## src/rtl/fx_pkg.sv

```systemverilog
package fx_pkg;
  localparam int OPC_W = 4;

  localparam logic [OPC_W-1:0] OP_HALT  = 4'd0;
  localparam logic [OPC_W-1:0] OP_LOAD  = 4'd1;
  localparam logic [OPC_W-1:0] OP_STORE = 4'd2;
  localparam logic [OPC_W-1:0] OP_ADD   = 4'd3;
  localparam logic [OPC_W-1:0] OP_SUB   = 4'd4;
  localparam logic [OPC_W-1:0] OP_CMP   = 4'd5;
  localparam logic [OPC_W-1:0] OP_JMP   = 4'd6;

  typedef enum logic [3:0] {
    ST_FMAR, ST_FRD, ST_FMDR, ST_FCIR, ST_DEC,
    ST_ORD, ST_OMDR, ST_EXEC, ST_SMDR, ST_SWR, ST_HALT
  } fxState_t;

  typedef enum logic [2:0] {
    ACC_NONE, ACC_LOAD, ACC_ADD, ACC_SUB, ACC_CMP
  } accOp_t;

  typedef struct packed {
    logic   ldMar;
    logic   marFromPc;
    logic   ldMdr;
    logic   mdrFromAcc;
    logic   ldCir;
    logic   incPc;
    logic   ldPcJmp;
    accOp_t accOp;
    logic   memWe;
  } fxStrobe_t;
endpackage

```

## src/rtl/fx_ctrl.sv

```systemverilog
module fx_ctrl
  import fx_pkg::*;
(
  input  logic             clk,
  input  logic             rst,
  input  logic [OPC_W-1:0] opcode,
  output fxStrobe_t        strobe,
  output logic             halted
);
  fxState_t state, nextState;

  always_ff @(posedge clk) begin
    if (rst) state <= ST_FMAR;
    else     state <= nextState;
  end

  always_comb begin
    nextState = state;
    unique case (state)
      ST_FMAR: nextState = ST_FRD;
      ST_FRD:  nextState = ST_FMDR;
      ST_FMDR: nextState = ST_FCIR;
      ST_FCIR: nextState = ST_DEC;
      ST_DEC: begin
        case (opcode)
          OP_HALT:  nextState = ST_HALT;
          OP_JMP:   nextState = ST_FMAR;
          OP_STORE: nextState = ST_SMDR;
          OP_LOAD, OP_ADD, OP_SUB, OP_CMP: nextState = ST_ORD;
          default:  nextState = ST_FMAR;
        endcase
      end
      ST_ORD:  nextState = ST_OMDR;
      ST_OMDR: nextState = ST_EXEC;
      ST_EXEC: nextState = ST_FMAR;
      ST_SMDR: nextState = ST_SWR;
      ST_SWR:  nextState = ST_FMAR;
      ST_HALT: nextState = ST_HALT;
      default: nextState = ST_FMAR;
    endcase
  end

  always_comb begin
    strobe = '0;
    strobe.accOp = ACC_NONE;
    unique case (state)
      ST_FMAR: begin
        strobe.ldMar     = 1'b1;
        strobe.marFromPc = 1'b1;
      end
      ST_FMDR: strobe.ldMdr = 1'b1;
      ST_FCIR: begin
        strobe.ldCir = 1'b1;
        strobe.incPc = 1'b1;
      end
      ST_DEC: begin
        if (opcode == OP_JMP) strobe.ldPcJmp = 1'b1;
        else if (opcode inside {OP_LOAD, OP_STORE, OP_ADD, OP_SUB, OP_CMP})
          strobe.ldMar = 1'b1;
      end
      ST_OMDR: strobe.ldMdr = 1'b1;
      ST_EXEC: begin
        case (opcode)
          OP_LOAD: strobe.accOp = ACC_LOAD;
          OP_ADD:  strobe.accOp = ACC_ADD;
          OP_SUB:  strobe.accOp = ACC_SUB;
          OP_CMP:  strobe.accOp = ACC_CMP;
          default: strobe.accOp = ACC_NONE;
        endcase
      end
      ST_SMDR: begin
        strobe.ldMdr      = 1'b1;
        strobe.mdrFromAcc = 1'b1;
      end
      ST_SWR:  strobe.memWe = 1'b1;
      default: ;
    endcase
  end

  assign halted = (state == ST_HALT);

  // once halted, stays halted with no writes
  a_r8_halt_sticky: assert property (@(posedge clk) disable iff (rst)
    halted |=> (halted && !strobe.memWe));

  // a decoded jump returns straight to the first fetch step
  a_r6_jump_skips_exec: assert property (@(posedge clk) disable iff (rst)
    (state == ST_DEC && opcode == OP_JMP) |=> (state == ST_FMAR));

  // the fetch visits its four states in order
  a_r2_fetch_order: assert property (@(posedge clk) disable iff (rst)
    (state == ST_FRD) |=> (state == ST_FMDR));
endmodule

```

## src/rtl/fx_dpath.sv

```systemverilog
module fx_dpath
  import fx_pkg::*;
#(
  parameter int DATA_W = 16,
  localparam int ADDR_W = DATA_W - OPC_W
) (
  input  logic              clk,
  input  logic              rst,
  input  fxStrobe_t         strobe,
  input  logic [DATA_W-1:0] memRData,
  output logic [ADDR_W-1:0] memAddr,
  output logic [DATA_W-1:0] memWData,
  output logic [OPC_W-1:0]  opcode,
  output logic [2:0]        cmpFlags
);
  logic [ADDR_W-1:0] pc, mar;
  logic [DATA_W-1:0] mdr, cir, acc;
  logic [ADDR_W-1:0] addrField;

  assign addrField = cir[ADDR_W-1:0];
  assign opcode    = cir[DATA_W-1 -: OPC_W];
  assign memAddr   = mar;
  assign memWData  = mdr;

  always_ff @(posedge clk) begin
    if (rst) begin
      pc       <= '0;
      mar      <= '0;
      mdr      <= '0;
      cir      <= '0;
      acc      <= '0;
      cmpFlags <= '0;
    end else begin
      if (strobe.ldMar)   mar <= strobe.marFromPc ? pc : addrField;
      if (strobe.ldMdr)   mdr <= strobe.mdrFromAcc ? acc : memRData;
      if (strobe.ldCir)   cir <= mdr;
      if (strobe.incPc)   pc  <= pc + 1'b1;
      if (strobe.ldPcJmp) pc  <= addrField;
      unique case (strobe.accOp)
        ACC_LOAD: acc <= mdr;
        ACC_ADD:  acc <= acc + mdr;
        ACC_SUB:  acc <= acc - mdr;
        ACC_CMP:  cmpFlags <= {acc > mdr, acc < mdr, acc == mdr};
        default: ;
      endcase
    end
  end

  // PC steps by exactly one during fetch
  a_r2_pc_step: assert property (@(posedge clk) disable iff (rst)
    strobe.incPc |=> (pc == ADDR_W'($past(pc) + 1'b1)));

  // fetched word moves from MDR into CIR
  a_r2_cir_from_mdr: assert property (@(posedge clk) disable iff (rst)
    strobe.ldCir |=> (cir == $past(mdr)));

  // jump target comes from the address field
  a_r6_jump_target: assert property (@(posedge clk) disable iff (rst)
    strobe.ldPcJmp |=> (pc == $past(addrField)));

  // compare leaves the accumulator alone and sets exactly one flag
  a_r7_cmp_keeps_acc: assert property (@(posedge clk) disable iff (rst)
    (strobe.accOp == ACC_CMP) |=> ($stable(acc) && $countones(cmpFlags) == 1));

  // data written to memory is the accumulator
  a_r5_store_data: assert property (@(posedge clk) disable iff (rst)
    strobe.memWe |-> (memWData == acc));

  // flags never carry more than one result
  a_r7_flags_onehot: assert property (@(posedge clk) disable iff (rst)
    $onehot0(cmpFlags));
endmodule

```

## src/rtl/fx_core.sv

```systemverilog
module fx_core
  import fx_pkg::*;
#(
  parameter int DATA_W = 16,
  localparam int ADDR_W = DATA_W - OPC_W
) (
  input  logic              clk,
  input  logic              rst,
  output logic [ADDR_W-1:0] memAddr,
  output logic [DATA_W-1:0] memWData,
  input  logic [DATA_W-1:0] memRData,
  output logic              memWe,
  output logic              halted,
  output logic [2:0]        cmpFlags
);
  fxStrobe_t        strobe;
  logic [OPC_W-1:0] opcode;

  fx_ctrl ctrl_i (
    .clk    (clk),
    .rst    (rst),
    .opcode (opcode),
    .strobe (strobe),
    .halted (halted)
  );

  fx_dpath #(.DATA_W(DATA_W)) dpath_i (
    .clk      (clk),
    .rst      (rst),
    .strobe   (strobe),
    .memRData (memRData),
    .memAddr  (memAddr),
    .memWData (memWData),
    .opcode   (opcode),
    .cmpFlags (cmpFlags)
  );

  assign memWe = strobe.memWe;
endmodule

```

## config.mk

```make
export PLATFORM = sky130hd
export DESIGN_NAME = fx_core
export DESIGN_NICKNAME = d
export VERILOG_FILES = /design/src/rtl/fx_pkg.sv /design/src/rtl/fx_ctrl.sv /design/src/rtl/fx_dpath.sv /design/src/rtl/fx_core.sv
export SDC_FILE = /design/constraint.sdc
export NUM_CORES = 1
export LEC_CHECK = 0
export BUFFER_PORTS_ARGS = -buffer_cell sky130_fd_sc_hd__buf_2
export CORE_AREA = 2 2 98 100
export CTS_BUF_LIST = sky130_fd_sc_hd__clkbuf_4
export DETAILED_ROUTE_END_ITERATION = 7
export DIE_AREA = 0 0 100 102
export PLACE_DENSITY = 0.92
export SYNTH_ARGS = -nofsm -noshare
export SYNTH_HDL_FRONTEND = slang
export SYNTH_SLANG_ARGS = --single-unit
```

## constraint.sdc

```tcl
create_clock -name clk -period 3.2 [get_ports clk]
set_input_delay 0 -clock clk [delete_from_list [all_inputs] [get_ports clk]]
set_output_delay 0 -clock clk [all_outputs]
set_load 0.02 [all_outputs]
```

Word-level counts from Yosys, hierarchy flattened
Cells that the tools add are included.

Add/sub/neg operators: 3. Order comparisons: 2. Equal/unequal tests: 21. Multiplexer cells: 19. Reduce and logical (&&, ||, !) cells: 7.

Operators with widths (count): $pmux W16 S3 (1); $mux W12 (3); $pmux W4 S9 (1); $eq A4 B3 Y1 const B (7); $add A16 B16 Y16 (1); $eq A16 B16 Y1 (1); $eq A4 B2 Y1 const B (4); $gt A16 B16 Y1 (1); $lt A16 B16 Y1 (1); $mux W16 (1); $sub A16 B16 Y16 (1); $add A12 B1 Y12 const B (1); $eq A4 B4 Y1 const B (3); $pmux W3 S4 (1); $pmux W4 S3 (1); $eq A4 B1 Y1 const B (2); $logic_not A4 Y1 (2); $mux W1 (8); $eq A3 B2 Y1 const B (2); $reduce_bool A5 Y1 (1); $reduce_or A4 Y1 (1); $eq A3 B1 Y1 const B (1); $eq A3 B3 Y1 const B (1); $mux W3 (1); 5 further kinds (5).

Flip-flop bits (word level): 79. Input bits: 18. Output and inout bits: 33. Logic and storage cells: 59.

Depth between registers and ports, before layout
Gate-level depths: netlist of the first run.

Depth after elaboration: 5. Depth in mapped cells: 10. Depth with buffers taken out: 10.

By module
A second synthesis of the first run with hierarchy kept.

Cell total of the unflattened synthesis: 673. Area, all modules: 5422.7 um2.

By module, submodules not included: fx_dpath (times used 1, cells an instance 618, area an instance 5031.1 um2, sequential area each 1501.4 um2); fx_ctrl (times used 1, cells an instance 55, area an instance 391.6 um2, sequential area each 80.1 um2).

Worst setup path after synthesis of the first run
OpenSTA, ideal clock, no wires.

Path type: register to register. Start point: register dpath_i.mdr[0] (netlist: dpath_i.memWData[0]). End point: register dpath_i.cmpFlags[2]. Library setup time: 0.128 ns. Data arrival time: 2.391 ns. Data required time: 3.072 ns. Path slack: 0.681 ns. Cell stages (with the launch flop): 10. Buffers on the path: 0. Clock period less this slack: 2.519 ns. Cell sequence: dfxtp_1 > ha_1 > inv_1 > fa_1 > a21o_1 > a221oi_2 > o221ai_1 > a221o_1 > a22oi_1 > nor2_1.

Word-level cells in the longest chain between the ends: 1.

Ends and longest elaborated chain: from (decl) (RTL line fx_dpath.sv:17) `logic [DATA_W-1:0] mdr, cir, acc;`; from (signal assigned) (RTL line fx_dpath.sv:35) `if (strobe.ldMdr) mdr <= strobe.mdrFromAcc ? acc : memRData;`; $gt A16 B16 Y1 (RTL line fx_dpath.sv:43) `ACC_CMP: cmpFlags <= {acc > mdr, acc < mdr, acc == mdr};`; to (signal assigned) (RTL line fx_dpath.sv:43); to (decl) (RTL line fx_dpath.sv:14) `output logic [2:0] cmpFlags`.

Every way passes these cells. A chain may end at the register's enable or synchronous reset.

Worst setup path after layout of the first run
Start point: register dpath_i.mdr[0] (netlist: dpath_i.memWData[0]). End point: register dpath_i.cmpFlags[1].

Word-level cells in the longest chain between the ends: 1.

Ends and longest elaborated chain (RTL line): $lt A16 B16 Y1 (fx_dpath.sv:43).

Every way passes these cells.

==> metrics, run 1 <==
sw frac=38.35%; clock network power share=26.1%; largest net degree at the start of global routing=57; I/O Pins=51; core area=9109 um^2; Post-synth EDFFs=0; PortBufs=50; Leak=2.535 nW; sequential share of power=42.5%; final hold vios=0; pre-CTS WS=0.4835 ns; worst hold path class=input pin to flip-flop; vias in the first global route=5422; critical path type=flip-flop to flip-flop; routability cong.=1.050; 1st-pass router iterations=6; die height=102 um; Synth area leader=dfxtp_1; Synth area leaders=dfxtp_1 (29%), ha_1 (7.5%), nor2_1 (6.2%); final std cells w/o fill=877; largest stage delay on the critical path=0.49 ns; num rows=35; post-synthesis cell area=5529 um^2; placed cell count=845; Final Hold Slack=0.02889 ns; GR Util All Layers=33.15%; Routed wire per std cell=18.99 um; Final nets=814; commonest non-fill, non-tap cell in the layout=nor2_1; CTS tree=built; top cell type's share of synthesized area=28.60%; clock buffer depth=2; ys flop type=dfxtp_1; Tmin final=2.913 ns; CTS Root Cell=clkbuf_4; yosys warns=0; Fin Clk Skew=0.02991 ns; Tot Pwr=2.642 mW; syn avg cell area=7.766 um^2; WP data required=3.59 ns; Post-route DRC=0; setup tns final=0 ns; Synthesized Nets=765; # hold bufs at CTS=16; register area share after synthesis=28.60%; Internal=1.629 mW; DR vias/cell=6.591; Pins Over Slew Limit=0; Starting Density=60.70%; initial drt markers=653; status=finished, final reports clean; max cap viols=0; clk sinks=79; post-route ant nets=0; fin area=6197 um^2; first-pass GRT wire length=26910 um; Max VDD drop=0.1962 mV; Post-Syn Instances=712; initial antenna violation count=0; clock insertion delay at the later pin of the skew report=0.45 ns; CP endpoint kind=flip-flop; share of layout cells above drive strength 1=14.10%; filler instances=711; Num CTS Buffers=9; Die X=100 um; PD cells=426.3 nW/um^2; post-synthesis register bit count=79; Tcrit/Tclk final=91.03%; hpwl dp=11660 um; Max Fclk=343.3 MHz; grt total ovfl=0; DIE AREA=10200 um^2; Setup WS post-layout=0.2869 ns; Critical Path AT=3.31 ns; clk slew on worst S/H paths=0.16 ns; vias=5780; Crit path max-delay family=compound AO/OA/AOI/OAI gates; final-report setup violation count=0; Post CTS Setup Buffer Count=0; Max-Slew Margin vs Limit=35.67%; synth unique cells=71; Net Switching=1.013 mW; Worst Max-Slew Pin Slew=0.9576 ns; Synth async-reset ratio=0%; unrepaired setup endpoints after global routing=no; H-tree levels=3; Final Util=68.04%; placed cell areas=5881 um^2; CP bufs+invs=1; synthesis-to-layout area growth=12.08%; Max FO, Critical Path=7; post-CTS sizing=0; routed wire length=16650 um; element type at the critical path start=flip-flop; Gate power share=31.4%; slowest cell on the critical path=dfxtp_1; crit-path cells=ha_1 > inv_1 > fa_1 > a21o_1 > a221oi_2 > o221ai_1 > a221o_1 > o21a_1 > nor2_1; ANT cells=0; commonest cells after routing, fill and taps aside=nor2_1 (92), dfxtp_1 (79), nand2_1 (72)
-- synth_stat cells, types with 3 or more instances --
| library cell | instances |
|---|---|
| a2111oi_2 | 3 |
| a211oi_1 | 45 |
| a21o_1 | 6 |
| a21oi_1 | 46 |
| a22oi_1 | 3 |
| a311oi_1 | 6 |
| a31oi_1 | 7 |
| and2_1 | 5 |
| and3_1 | 5 |
| buf_2 | 15 |
| clkbuf_1 | 29 |
| dfxtp_1 | 79 |
| ha_1 | 33 |
| inv_1 | 31 |
| mux2i_1 | 34 |
| nand2_1 | 72 |
| nand2b_1 | 6 |
| nand3_1 | 17 |
| nand4_1 | 5 |
| nor2_1 | 92 |
| nor2b_1 | 11 |
| nor3_1 | 21 |
| nor3b_1 | 3 |
| nor4_1 | 5 |
| o211ai_1 | 5 |
| o21a_1 | 7 |
| o21ai_0 | 26 |
| o21ai_1 | 6 |
| o21bai_1 | 6 |
| o221ai_1 | 4 |
| o31a_1 | 4 |
| o31ai_1 | 5 |
| or2_2 | 3 |
| or3_1 | 7 |
| xnor2_1 | 7 |
| xor2_1 | 4 |
-- worst paths after layout --
kind	slack, ns	depth (start not counted)	startpoint	to
worst min-delay path	0.03	2	rst	dpath_i.cir[3]
worst min register to register	0.49	2	dpath_i.cir[0]	dpath_i.cir[0]
worst max register to register	0.29	9	dpath_i.memWData[0]	dpath_i.cmpFlags[1]
worst max-delay path	0.29	9	dpath_i.memWData[0]	dpath_i.cmpFlags[1]
-- area by class of cell --
cell class                 instances  area (um^2)  area share [%]
tap                              111        138.9           2.241
inverter                          31        116.4           1.878
clock inverter                     7        88.84           1.433
multi-input combinational        554         3631           58.59
timing repair buffer              86        573.1           9.247
clock buffer                       9        67.56           1.090
sequential                        79         1582           25.52
-- sequential cells by signal (all words and copies together), names as in the netlist --
| register | cells |
|---|---|
| ctrl_i.state | 4 |
| dpath_i.acc | 16 |
| dpath_i.cir | 16 |
| dpath_i.cmpFlags | 3 |
| dpath_i.memAddr | 12 |
| dpath_i.memWData | 16 |
| dpath_i.pc | 12 |
-- worst register-to-register path, stage by stage (launching register included) --
cell	delay, ns
dfxtp_1	0.49
ha_1	0.19
inv_1	0.06
fa_1	0.40
a21o_1	0.21
a221oi_2	0.46
o221ai_1	0.34
a221o_1	0.42
o21a_1	0.20
nor2_1	0.10
-- power groups by stage --
| stage | Clock, mW | Sequential (mW) | Combinational (mW) |
|---|---|---|---|
| 6_report | 0.689 | 1.12 | 0.830 |
| 5_1_grt | 0.727 | 1.13 | 0.883 |
| 4_1_cts | 0.684 | 1.12 | 0.800 |
| 3_5_place_dp | 0 | 1.14 | 0.782 |
| 3_3_place_gp | 0 | 1.14 | 0.766 |
| 2_1_floorplan | 0 | 1.18 | 0.534 |
-- cells by family (layout without fill, tap and decap cells) --
family / Yosys count / after routing / share of synthesized area, %
compound gates: 207 / 207 / 26.57
xor+xnor: 11 / 11 / 1.742
buf+inv: 79 / 133 / 5.974
flops: 79 / 79 / 28.60
mux: 34 / 34 / 6.155
simple gates: 267 / 267 / 22.77
fa+ha+maj: 35 / 35 / 8.192
-- per-layer routing --
| metal | vias up | track usage [%] | part of all wire, % |
|---|---|---|---|
| met4 | 0 | 16.23 | 4.1 |
| met3 | 83 | 7.319 | 9.7 |
| met2 | 356 | 55.35 | 46 |
| met1 | 2659 | 40.76 | 40 |
| met5 | - | 0 | 0 |
| li1 | 2682 | - | - |
No activity file was read; power rests on OpenSTA's default activity.
==> inputs of run 2 (changes only) <==
--- a/config.mk
+++ b/config.mk
@@ -6,11 +6,13 @@
 export NUM_CORES = 1
 export LEC_CHECK = 0
 export BUFFER_PORTS_ARGS = -buffer_cell sky130_fd_sc_hd__buf_2
-export CORE_AREA = 2 2 98 100
+export CORE_AREA = 2 2 103 105
 export CTS_BUF_LIST = sky130_fd_sc_hd__clkbuf_4
 export DETAILED_ROUTE_END_ITERATION = 7
-export DIE_AREA = 0 0 100 102
-export PLACE_DENSITY = 0.92
+export DIE_AREA = 0 0 105 107
+export PLACE_DENSITY = 0.88
+export REMOVE_ABC_BUFFERS = 1
+export SETUP_SLACK_MARGIN = 0.5
 export SYNTH_ARGS = -nofsm -noshare
 export SYNTH_HDL_FRONTEND = slang
 export SYNTH_SLANG_ARGS = --single-unit
==> constraint.sdc (replaced) <==
create_clock -name clk -period 2.4 [get_ports clk]
set_input_delay 0 -clock clk [delete_from_list [all_inputs] [get_ports clk]]
set_output_delay 0 -clock clk [all_outputs]
set_load 0.02 [all_outputs]
==> metrics, run 2 (synthesis results as in run 1) <==
vias=6634 (+15%); Die X=105 um (+5.0%); clk sinks=79 (unchanged); vias in the first global route=6108 (+13%); num rows=37 (+5.7%); Max VDD drop=0.2827 mV (+44%); commonest cells after routing, fill and taps aside=nor2_1 (89), buf_4 (87), nand2_1 (66); initial drt markers=1306 (+100%); Final nets=899 (+10%); initial antenna violation count=0 (unchanged); DR vias/cell=6.721 (+2.0%); sequential share of power=35.9% (-6.6 points); clk slew on worst S/H paths=0.14 ns (-0.02 ns); status=finished with violations; Crit path max-delay family=compound AO/OA/AOI/OAI gates; commonest non-fill, non-tap cell in the layout=nor2_1; Hold Crit Start=rst; die height=107 um (+4.9%); fin area=7776 um^2 (+25%); WP data required=2.79 ns (-0.80 ns); Tmin final=2.526 ns (-0.3868 ns); final-report setup violation count=6 (+6); DIE AREA=11240 um^2 (+10%); CP startpoint=dpath_i.memWData[9]; share of layout cells above drive strength 1=37.02% (+23 points); slowest cell on the critical path=dfxtp_1; Routed wire per std cell=22.19 um (+17%); CP endpoint kind=flip-flop; GR Util All Layers=33.99% (+0.83 points); largest stage delay on the critical path=0.38 ns (-0.11 ns); Pins Over Slew Limit=0 (unchanged); Fin Clk Skew=0.03337 ns (+0.003464 ns); Hold Crit Depth=2 (unchanged); Max FO, Critical Path=5 (-2); synthesis-to-layout area growth=40.64%; post-route ant nets=0 (unchanged); grt total ovfl=0 (unchanged); Leak=3.109 nW (+23%); routed wire length=21900 um (+32%); placed cell areas=6352 um^2 (+8.0%); worst r2r src=dpath_i.memWData[9]; routability cong.=1.025 (-2.4%); hpwl dp=11980 um (+2.7%); 1st-pass router iterations=8 (+2); PD cells=527.6 nW/um^2 (+24%); Final Hold Slack=0.04611 ns (+0.01722 ns); CTS Root Cell=clkbuf_4; largest net degree at the start of global routing=53 (-7.0%); clock buffer depth=2 (unchanged); worst hold path class=input pin to flip-flop; Post-route DRC=0 (unchanged); Gate power share=41.7% (+10 points); Net Switching=1.632 mW (+61%); Max-Slew Margin vs Limit=55.90% (+20 points); max cap viols=0 (unchanged); Critical Path AT=2.91 ns (-0.40 ns); Max Fclk=395.8 MHz (+15%); element type at the critical path start=flip-flop; setup tns final=-0.4605 ns (-0.4605 ns); H-tree levels=3 (unchanged); pre-CTS WS=-0.09353 ns (-0.5771 ns); unrepaired setup endpoints after global routing=yes; CP bufs+invs=1 (unchanged); Setup WS post-layout=-0.1263 ns (-0.4132 ns); Num CTS Buffers=9 (unchanged); PortBufs=50 (unchanged); core area=10090 um^2 (+11%); Reg2Reg Depth=8 (-1); Starting Density=54.79% (-5.9 points); final hold vios=0 (unchanged); I/O Pins=51 (unchanged); sw frac=39.77% (+1.4 points); crit-path cells=inv_1 > ha_4 > and2_1 > nand4_1 > o221ai_4 > xor2_1 > a211oi_2 > a211oi_1; CTS tree=built; ANT cells=0 (unchanged); cell depth of the worst setup path=8 (-1); critical path type=flip-flop to flip-flop; Worst Max-Slew Pin Slew=0.6615 ns (-0.2961 ns); Internal=2.471 mW (+52%); first-pass GRT wire length=30370 um (+13%); clock insertion delay at the later pin of the skew report=0.50 ns (+0.05 ns); failing checks=negative setup slack; clock network power share=22.5% (-3.6 points); Tcrit/Tclk final=105.3% (+14 points)
==> run 2: layout make-up <==
type	count	area, um^2
fillers	634	2316
flip-flops and latches	79	1629
inverters	31	118.9
clock buffers	9	67.56
well taps	136	170.2
multi-input cells	554	4403
clock inverters	7	78.83
repair buffers	171	1309
==> run 2: what timing repair did <==
action,4_1_cts,5_1_grt
gates cloned,0,1
hold buffers,16,0
endpoints found under the hold margin,16,0
endpoints found under the setup margin,31,32
pin swaps,38,49
resized for setup,115,81
buffers inserted,12,15
==> run 2: metal layers <==
metal	GRT usage, %	share of wire (%)	wire length, um	up-vias
li1	-	-	-	2850
met3	7.842	11	2400	187
met2	57.05	44	9688	560
met5	1.429	0	0	-
met1	40.70	37	8101	3037
met4	17.14	7.8	1711	0
==> run 2: power groups by stage <==
stage          logic (mW)  clock network, mW  registers [mW]
6_report             1.71              0.922            1.47
5_1_grt              1.76              0.948            1.48
4_1_cts              1.41              0.890            1.47
3_5_place_dp         1.19                  0            1.49
3_3_place_gp         1.16                  0            1.48
2_1_floorplan       0.644                  0            1.59
==> run 2: stage by stage <==
stage | utilization (%) | total power [mW] | std cells
2_1_floorplan | - | 2.236 | 664
3_3_place_gp | 62.94 | 2.642 | 927
3_5_place_dp | 62.94 | 2.675 | 927
4_1_cts | 72.20 | 3.771 | 971
5_1_grt | 77.05 | 4.190 | 987
6_report | 77.05 | 4.103 | 987
==> run 2: worst paths after layout <==
kind,slack [ns],to
worst max register to register,-0.13,dpath_i.acc[12]
worst max-delay path,-0.13,dpath_i.acc[12]
worst min-delay path,0.05,dpath_i.cmpFlags[1]
worst min register to register,0.49,dpath_i.cir[3]
